**config.mk**
```make
export PLATFORM = sky130hd
export DESIGN_NAME = xtlb_lookup
export DESIGN_NICKNAME = d
export VERILOG_FILES = /design/src/rtl/xtlb_pkg.sv /design/src/rtl/xtlb_array.sv /design/src/rtl/xtlb_perm.sv /design/src/rtl/xtlb_lookup.sv
export SDC_FILE = /design/constraint.sdc
export NUM_CORES = 2
export LEC_CHECK = 0
export CAP_MARGIN = 5
export CELL_PAD_IN_SITES_DETAIL_PLACEMENT = 0
export CELL_PAD_IN_SITES_GLOBAL_PLACEMENT = 1
export CORE_MARGIN = 2
export CORE_UTILIZATION = 54
export CTS_CLUSTER_DIAMETER = 100
export DETAILED_ROUTE_END_ITERATION = 8
export HOLD_SLACK_MARGIN = 0.12
export PLACE_DENSITY_LB_ADDON = 0.2
export SLEW_MARGIN = 40
export SYNTH_ARGS = -nofsm -noshare
export SYNTH_HDL_FRONTEND = slang
export SYNTH_SLANG_ARGS = --single-unit
export TNS_END_PERCENT = 20
```
**constraint.sdc**
```tcl
create_clock -name clk_i -period 3.5 [get_ports clk_i]
set_clock_uncertainty 0.2 [all_clocks]
set_input_delay 0.525 -clock clk_i [delete_from_list [all_inputs] [get_ports clk_i]]
set_output_delay 0.525 -clock clk_i [all_outputs]
set_load 0.01 [all_outputs]
```
**src/rtl/xtlb_pkg.sv**
```systemverilog
package xtlb_pkg;
  typedef enum logic [1:0] {
    ST_HIT      = 2'd0,
    ST_NOMATCH  = 2'd1,
    ST_INVALID  = 2'd2,
    ST_BADADDR  = 2'd3
  } xtlb_status_e;

  typedef struct packed {
    logic x;
    logic w;
    logic r;
  } xtlb_rights_t;

  localparam int PERM_LSB = 6;
  localparam int PERM_W   = 4;
endpackage

```
**src/rtl/xtlb_array.sv**
```systemverilog
module xtlb_array
  import xtlb_pkg::*;
#(
  parameter int ENTRIES   = 64,
  parameter int ADDR_W    = 32,
  parameter int PAGE_BITS = 13,
  localparam int IDX_W    = $clog2(ENTRIES),
  localparam int TAG_W    = ADDR_W - PAGE_BITS
) (
  input  logic              clk_i,
  input  logic              rst_ni,
  input  logic              wr_en_i,
  input  logic [IDX_W-1:0]  wr_idx_i,
  input  logic              wr_sel_i,
  input  logic [ADDR_W-1:0] wr_data_i,
  input  logic [IDX_W-1:0]  rd_idx_i,
  output logic [TAG_W-1:0]  rd_tag_o,
  output logic              rd_valid_o,
  output logic [TAG_W-1:0]  rd_ppn_o,
  output logic [PERM_W-1:0] rd_perm_o
);
  logic [TAG_W-1:0]  tag_q  [ENTRIES];
  logic              vld_q  [ENTRIES];
  logic [TAG_W-1:0]  ppn_q  [ENTRIES];
  logic [PERM_W-1:0] perm_q [ENTRIES];

  logic unused_wr_bits;
  assign unused_wr_bits = ^{wr_data_i[PAGE_BITS-1:PERM_LSB+PERM_W], wr_data_i[PERM_LSB-1:1]};

  always_ff @(posedge clk_i or negedge rst_ni) begin
    if (!rst_ni) begin
      for (int i = 0; i < ENTRIES; i++) begin
        tag_q[i]  <= '0;
        vld_q[i]  <= 1'b0;
        ppn_q[i]  <= '0;
        perm_q[i] <= '0;
      end
    end else if (wr_en_i) begin
      if (!wr_sel_i) begin
        tag_q[wr_idx_i] <= wr_data_i[ADDR_W-1:PAGE_BITS];
        vld_q[wr_idx_i] <= wr_data_i[0];
      end else begin
        ppn_q[wr_idx_i]  <= wr_data_i[ADDR_W-1:PAGE_BITS];
        perm_q[wr_idx_i] <= wr_data_i[PERM_LSB+PERM_W-1:PERM_LSB];
      end
    end
  end

  assign rd_tag_o   = tag_q[rd_idx_i];
  assign rd_valid_o = vld_q[rd_idx_i];
  assign rd_ppn_o   = ppn_q[rd_idx_i];
  assign rd_perm_o  = perm_q[rd_idx_i];

  AST_VALID_FOLLOWS_WRITE: assert property (@(posedge clk_i) disable iff (!rst_ni)
    (wr_en_i && !wr_sel_i) |=> (vld_q[$past(wr_idx_i)] == $past(wr_data_i[0])));
endmodule

```
**src/rtl/xtlb_perm.sv**
```systemverilog
module xtlb_perm
  import xtlb_pkg::*;
#(
  parameter bit IS_CODE = 1'b0
) (
  input  logic [PERM_W-1:0] perm_i,
  input  logic              super_i,
  input  logic              write_i,
  output xtlb_rights_t      rights_o,
  output logic              allow_o
);
  // perm_i[k] is translate-word bit PERM_LSB+k
  generate
    if (IS_CODE) begin : g_code
      logic unused_code;
      assign unused_code = ^{write_i, perm_i[3:2]};
      always_comb begin
        rights_o   = '0;
        rights_o.x = super_i ? perm_i[0] : perm_i[1];
        allow_o    = rights_o.x;
      end
    end else begin : g_data
      always_comb begin
        rights_o   = '0;
        rights_o.r = super_i ? perm_i[2] : perm_i[0];
        rights_o.w = super_i ? perm_i[3] : perm_i[1];
        allow_o    = write_i ? rights_o.w : rights_o.r;
      end
    end
  endgenerate
endmodule

```
**src/rtl/xtlb_lookup.sv**
```systemverilog
module xtlb_lookup
  import xtlb_pkg::*;
#(
  parameter bit IS_CODE   = 1'b0,
  parameter int ENTRIES   = 64,
  parameter int ADDR_W    = 32,
  parameter int PAGE_BITS = 13,
  localparam int IDX_W    = $clog2(ENTRIES),
  localparam int TAG_W    = ADDR_W - PAGE_BITS
) (
  input  logic              clk_i,
  input  logic              rst_ni,
  input  logic              wr_en_i,
  input  logic [IDX_W-1:0]  wr_idx_i,
  input  logic              wr_sel_i,
  input  logic [ADDR_W-1:0] wr_data_i,
  input  logic              req_i,
  input  logic [ADDR_W-1:0] req_vaddr_i,
  input  logic              req_write_i,
  input  logic              req_super_i,
  output logic              rsp_valid_o,
  output logic [1:0]        rsp_status_o,
  output logic [ADDR_W-1:0] rsp_paddr_o,
  output logic [2:0]        rsp_rights_o
);
  logic [TAG_W-1:0]  vpn;
  logic [TAG_W-1:0]  ent_tag, ent_ppn;
  logic              ent_vld;
  logic [PERM_W-1:0] ent_perm;
  xtlb_rights_t      granted;
  logic              allow;
  xtlb_status_e      status_d;

  assign vpn = req_vaddr_i[ADDR_W-1:PAGE_BITS];

  xtlb_array #(.ENTRIES(ENTRIES), .ADDR_W(ADDR_W), .PAGE_BITS(PAGE_BITS)) u_array (
    .clk_i, .rst_ni, .wr_en_i, .wr_idx_i, .wr_sel_i, .wr_data_i,
    .rd_idx_i(vpn[IDX_W-1:0]), .rd_tag_o(ent_tag), .rd_valid_o(ent_vld),
    .rd_ppn_o(ent_ppn), .rd_perm_o(ent_perm)
  );

  xtlb_perm #(.IS_CODE(IS_CODE)) u_perm (
    .perm_i(ent_perm), .super_i(req_super_i), .write_i(req_write_i),
    .rights_o(granted), .allow_o(allow)
  );

  // tag check precedes valid, which precedes rights
  always_comb begin
    if (ent_tag != vpn)  status_d = ST_NOMATCH;
    else if (!ent_vld)   status_d = ST_INVALID;
    else if (!allow)     status_d = ST_BADADDR;
    else                 status_d = ST_HIT;
  end

  always_ff @(posedge clk_i or negedge rst_ni) begin
    if (!rst_ni) begin
      rsp_valid_o  <= 1'b0;
      rsp_status_o <= ST_HIT;
      rsp_paddr_o  <= '0;
      rsp_rights_o <= '0;
    end else begin
      rsp_valid_o <= req_i;
      if (req_i) begin
        rsp_status_o <= status_d;
        if (status_d == ST_HIT) begin
          rsp_paddr_o  <= {ent_ppn, req_vaddr_i[PAGE_BITS-1:0]};
          rsp_rights_o <= granted;
        end else begin
          rsp_paddr_o  <= '0;
          rsp_rights_o <= '0;
        end
      end
    end
  end

  AST_RSP_FOLLOWS_REQ: assert property (@(posedge clk_i) disable iff (!rst_ni)
    req_i |=> rsp_valid_o);
  AST_NO_SPURIOUS_RSP: assert property (@(posedge clk_i) disable iff (!rst_ni)
    !req_i |=> !rsp_valid_o);
  AST_MISS_ZEROED: assert property (@(posedge clk_i) disable iff (!rst_ni)
    (rsp_valid_o && rsp_status_o != ST_HIT) |-> (rsp_paddr_o == '0 && rsp_rights_o == '0));
  AST_OFFSET_KEPT: assert property (@(posedge clk_i) disable iff (!rst_ni)
    req_i |=> (rsp_status_o != ST_HIT || rsp_paddr_o[PAGE_BITS-1:0] == $past(req_vaddr_i[PAGE_BITS-1:0])));

  generate
    if (IS_CODE) begin : g_ast_code
      AST_FETCH_NEEDS_EXEC: assert property (@(posedge clk_i) disable iff (!rst_ni)
        req_i |=> (rsp_status_o != ST_HIT || rsp_rights_o[2]));
    end else begin : g_ast_data
      AST_STORE_NEEDS_WRITE: assert property (@(posedge clk_i) disable iff (!rst_ni)
        (req_i && req_write_i) |=> (rsp_status_o != ST_HIT || rsp_rights_o[1]));
      AST_LOAD_NEEDS_READ: assert property (@(posedge clk_i) disable iff (!rst_ni)
        (req_i && !req_write_i) |=> (rsp_status_o != ST_HIT || rsp_rights_o[0]));
    end
  endgenerate
endmodule

```
==> impl_metrics.tcl <==
set metrics [dict create \
    numCtsBuffers 313 \
    synthArstFlopShare_pct 100.0 \
    hold_path_depth 2 \
    holdCritStartpoint "wr_data_i[13]" \
    clk_path_buf_depth 4 \
    multi_input_area_mm2 0.05396 \
    dp_hpwl_um 240200 \
    avgSynthCellArea_um2 15.54 \
    first_iter_violations 6044 \
    nFillCells 16877 \
    grt_max_degree 99 \
    synth_top_area_cell "dfrtp_1" \
    crit_type "input pin to flop" \
    wl_um 378700 \
    dpl_worst_slack_ns -0.9469 \
    root_buffer "clkbuf_16" \
    fin_crit_ns 3.446 \
    r2r-start "u_array.tag_q[396]$_DFFE_PN0P_" \
    coreArea_mm2 0.2332 \
    worst_setup_path_start_kind "input pin" \
    synth_edf_count 0 \
    synth_top_flop_cell "dfrtp_1" \
    clkTransAtPathRegs_ns 0.06 \
    hold_end "u_array.ppn_q[1064]$_DFFE_PN0P_" \
    final_common_cell "dfrtp_1" \
    finalHoldViolCount 0 \
    yosysWarnings 0 \
    min_path_type "input pin to flop" \
    regArea_mm2 0.06979 \
    htreeDepth 5 \
    endpoint_kind "flop" \
    grt_pass1_vias 80607 \
    wl_per_cell_um 31.75 \
    grt_pass1_wl_um 559800 \
    clk_latency_ns 0.95 \
    cap_violations 0 \
    die_h_um 488.8 \
    crit_top_cell "buf_12" \
    cp.required_ns 4.14 \
    ant_nets 0 \
    timing.critical_path.buf_inv 6 \
    ys_seq_elements 2789 \
    fin_total_pwr_mw 77.17 \
    r2r-end "rsp_paddr_o[0]$_DFFE_PN0P_" \
    layout_common_cells "dfrtp_1, mux2_2, mux4_2, buf_4, clkbuf_16" \
    antenna_found_initial 19 \
    arrival_ns 4.09 \
    vdd_drop_max_mv 0.4620 \
    place_congestion 0.9092 \
    fmax_mhz 290.2 \
    cp_max_fo 31 \
    ys_seq_area_share_pct 54.99 \
    slew_headroom_pct 31.03 \
    vias_per_cell 6.391 \
    vias 76226 \
    syn_nets 8243 \
    layout.nets 8648 \
    start_util_pct 54.43 \
    dieWidth_um 488.8 \
    cts_tree "yes" \
    max_stage_delay_ns 0.80 \
    fin_util_pct 63.50 \
    synth_area_leaders "dfrtp_1, mux2_2, mux4_2" \
    dieArea_mm2 0.2389 \
    syn2layout_area_growth_pct 16.67 \
    timing.final.max_slew_violations 0 \
    setup_ws_ns 0.05420 \
    cts_setup_buffers 0 \
    ys_types 78 \
    fin_hold_ws_ns 0.1846 \
    dr.pass1.iters 6 \
    drive_gt1_share_pct 55.74 \
    cpMaxStageDelayCell "a211oi_1" \
    ff2ff_path_depth 13 \
    p_leak_nw 69.21 \
    cts.sinks 2789 \
    path_delay_family "buffers and inverters" \
    setup_viol 0 \
    worstMarginPinSlew_ns 1.028 \
    grt_usage_pct 32.15 \
    fin_crit_sh_pct 98.45 \
    drc_errors 0 \
    syn_area_mm2 0.1269 \
    powerDensity_mw_per_mm2 521.1 \
    portBuffers 105 \
    outcome "finished, final reports clean" \
    num_rows 177 \
    synth_top_area_share_pct 54.99 \
    rrSetupSlack_ns 0.07 \
    io_pins 115 \
    path_cells "buf_8 -> buf_12 -> buf_4 -> mux4_2 -> o22ai_1 -> buf_4 -> a211oi_1 -> a211oi_2 -> nand4_1 -> xor2_1 -> nor4_4 -> nand4_4 -> buf_12 -> buf_12 -> o22ai_1" \
    grt.overflow.total 0 \
    synth_cells 8166 \
]
==> synth_stat cells, types with 6 or more instances <==
master	number
buf_4	34
mux2i_1	160
o221ai_1	7
nor4_1	10
nand4_1	11
o21ai_0	55
nand3b_1	6
mux4_2	685
inv_1	58
buf_2	91
nand3_1	43
nor3_1	17
a211oi_1	19
and3_1	8
nand2_1	174
dfrtp_1	2789
o211ai_1	9
and2_1	8
or3_1	7
buf_6	25
mux2_2	2773
clkbuf_1	577
a22oi_1	46
o31ai_1	7
nor2b_1	26
a31oi_1	6
nand2b_1	26
buf_1	84
o22ai_1	39
nor2_1	176
o22ai_2	30
a21oi_1	50
a221oi_1	14
==> stage by stage <==
stage	cell area, µm²	instances	TNS [ns]
5_1_grt	148100	11918	-0.1080
3_5_place_dp	137400	11349	-32.35
3_3_place_gp	137400	11348	-33.15
2_1_floorplan	127100	8166	0
4_1_cts	147900	11911	0
6_report	148100	11927	0
==> registers in the layout (all words and copies together), names as in the netlist <==
register and cells:
u_array.ppn_q 1216, u_array.tag_q 1216, u_array.perm_q 256, u_array.vld_q 64, rsp_paddr_o 32, rsp_rights_o 2
rsp_status_o 2, rsp_valid_o 1
==> area by class of cell <==
type                            count  share of cell area, %
Inverter                           61                 0.1605
Sequential cell                  2789                  47.13
Clock buffer                      451                  6.194
Clock inverter                     76                 0.6312
Multi-Input combinational cell   4502                  36.44
Timing Repair Buffer              904                  6.774
Antenna cell                       12                0.02028
Tap cell                         3132                  2.646
==> what timing repair did <==
item	CTS	global route
setup endpoints to repair	35	35
gates resized for setup	5	15
endpoints found under the hold margin	2435	140
pin swaps	0	3
hold buffers	35	3
==> worst max path at each step <==
stage,startpoint,end,slack [ns],cells past startpoint
CTS,u_array.tag_q[138]$_DFFE_PN0P_,rsp_paddr_o[0]$_DFFE_PN0P_,0.04,12
detailed placement,req_vaddr_i[13],rsp_paddr_o[0]$_DFFE_PN0P_,-0.95,15
finish,req_vaddr_i[14],rsp_paddr_o[0]$_DFFE_PN0P_,0.05,15
global placement,req_vaddr_i[13],rsp_paddr_o[2]$_DFFE_PN0P_,-0.96,15
floorplan,req_vaddr_i[15],rsp_paddr_o[27]$_DFFE_PN0P_,0.002,13
global route,u_array.tag_q[230]$_DFFE_PN0P_,rsp_paddr_o[0]$_DFFE_PN0P_,-0.04,11
==> layer usage <==
layer	track usage [%]	share of wire (%)	routed length [µm]	vias up
li1	-	-	-	30967
met1	43.57	41	154900	41847
met2	52.07	48	182600	2572
met3	4.816	5.9	22310	828
met4	13.99	5.0	18840	12
met5	0	0.018	68	-
==> cell families (layout without fill, tap and decap cells) <==
kind of cell	after synthesis	count (layout)	synth area share (%)
AO/OA/AOI/OAI	340	340	1.976
XOR/XNOR	8	8	0.05521
buffers and inverters	875	1492	2.960
flip-flops	2789	2789	54.99
multiplexers	3621	3621	38.08
other	1	13	0.002955
AND/OR/NAND/NOR	532	532	1.937
==> power breakdown <==
part           leakage (nW)  switching, mW  total [mW]  internal [mW]
logic                  26.3           4.04        8.37           4.33
clock network          4.97           13.0        32.6           19.6
registers              37.9           1.32        36.2           34.9
Note: power is estimated with default switching activity, not from simulation.
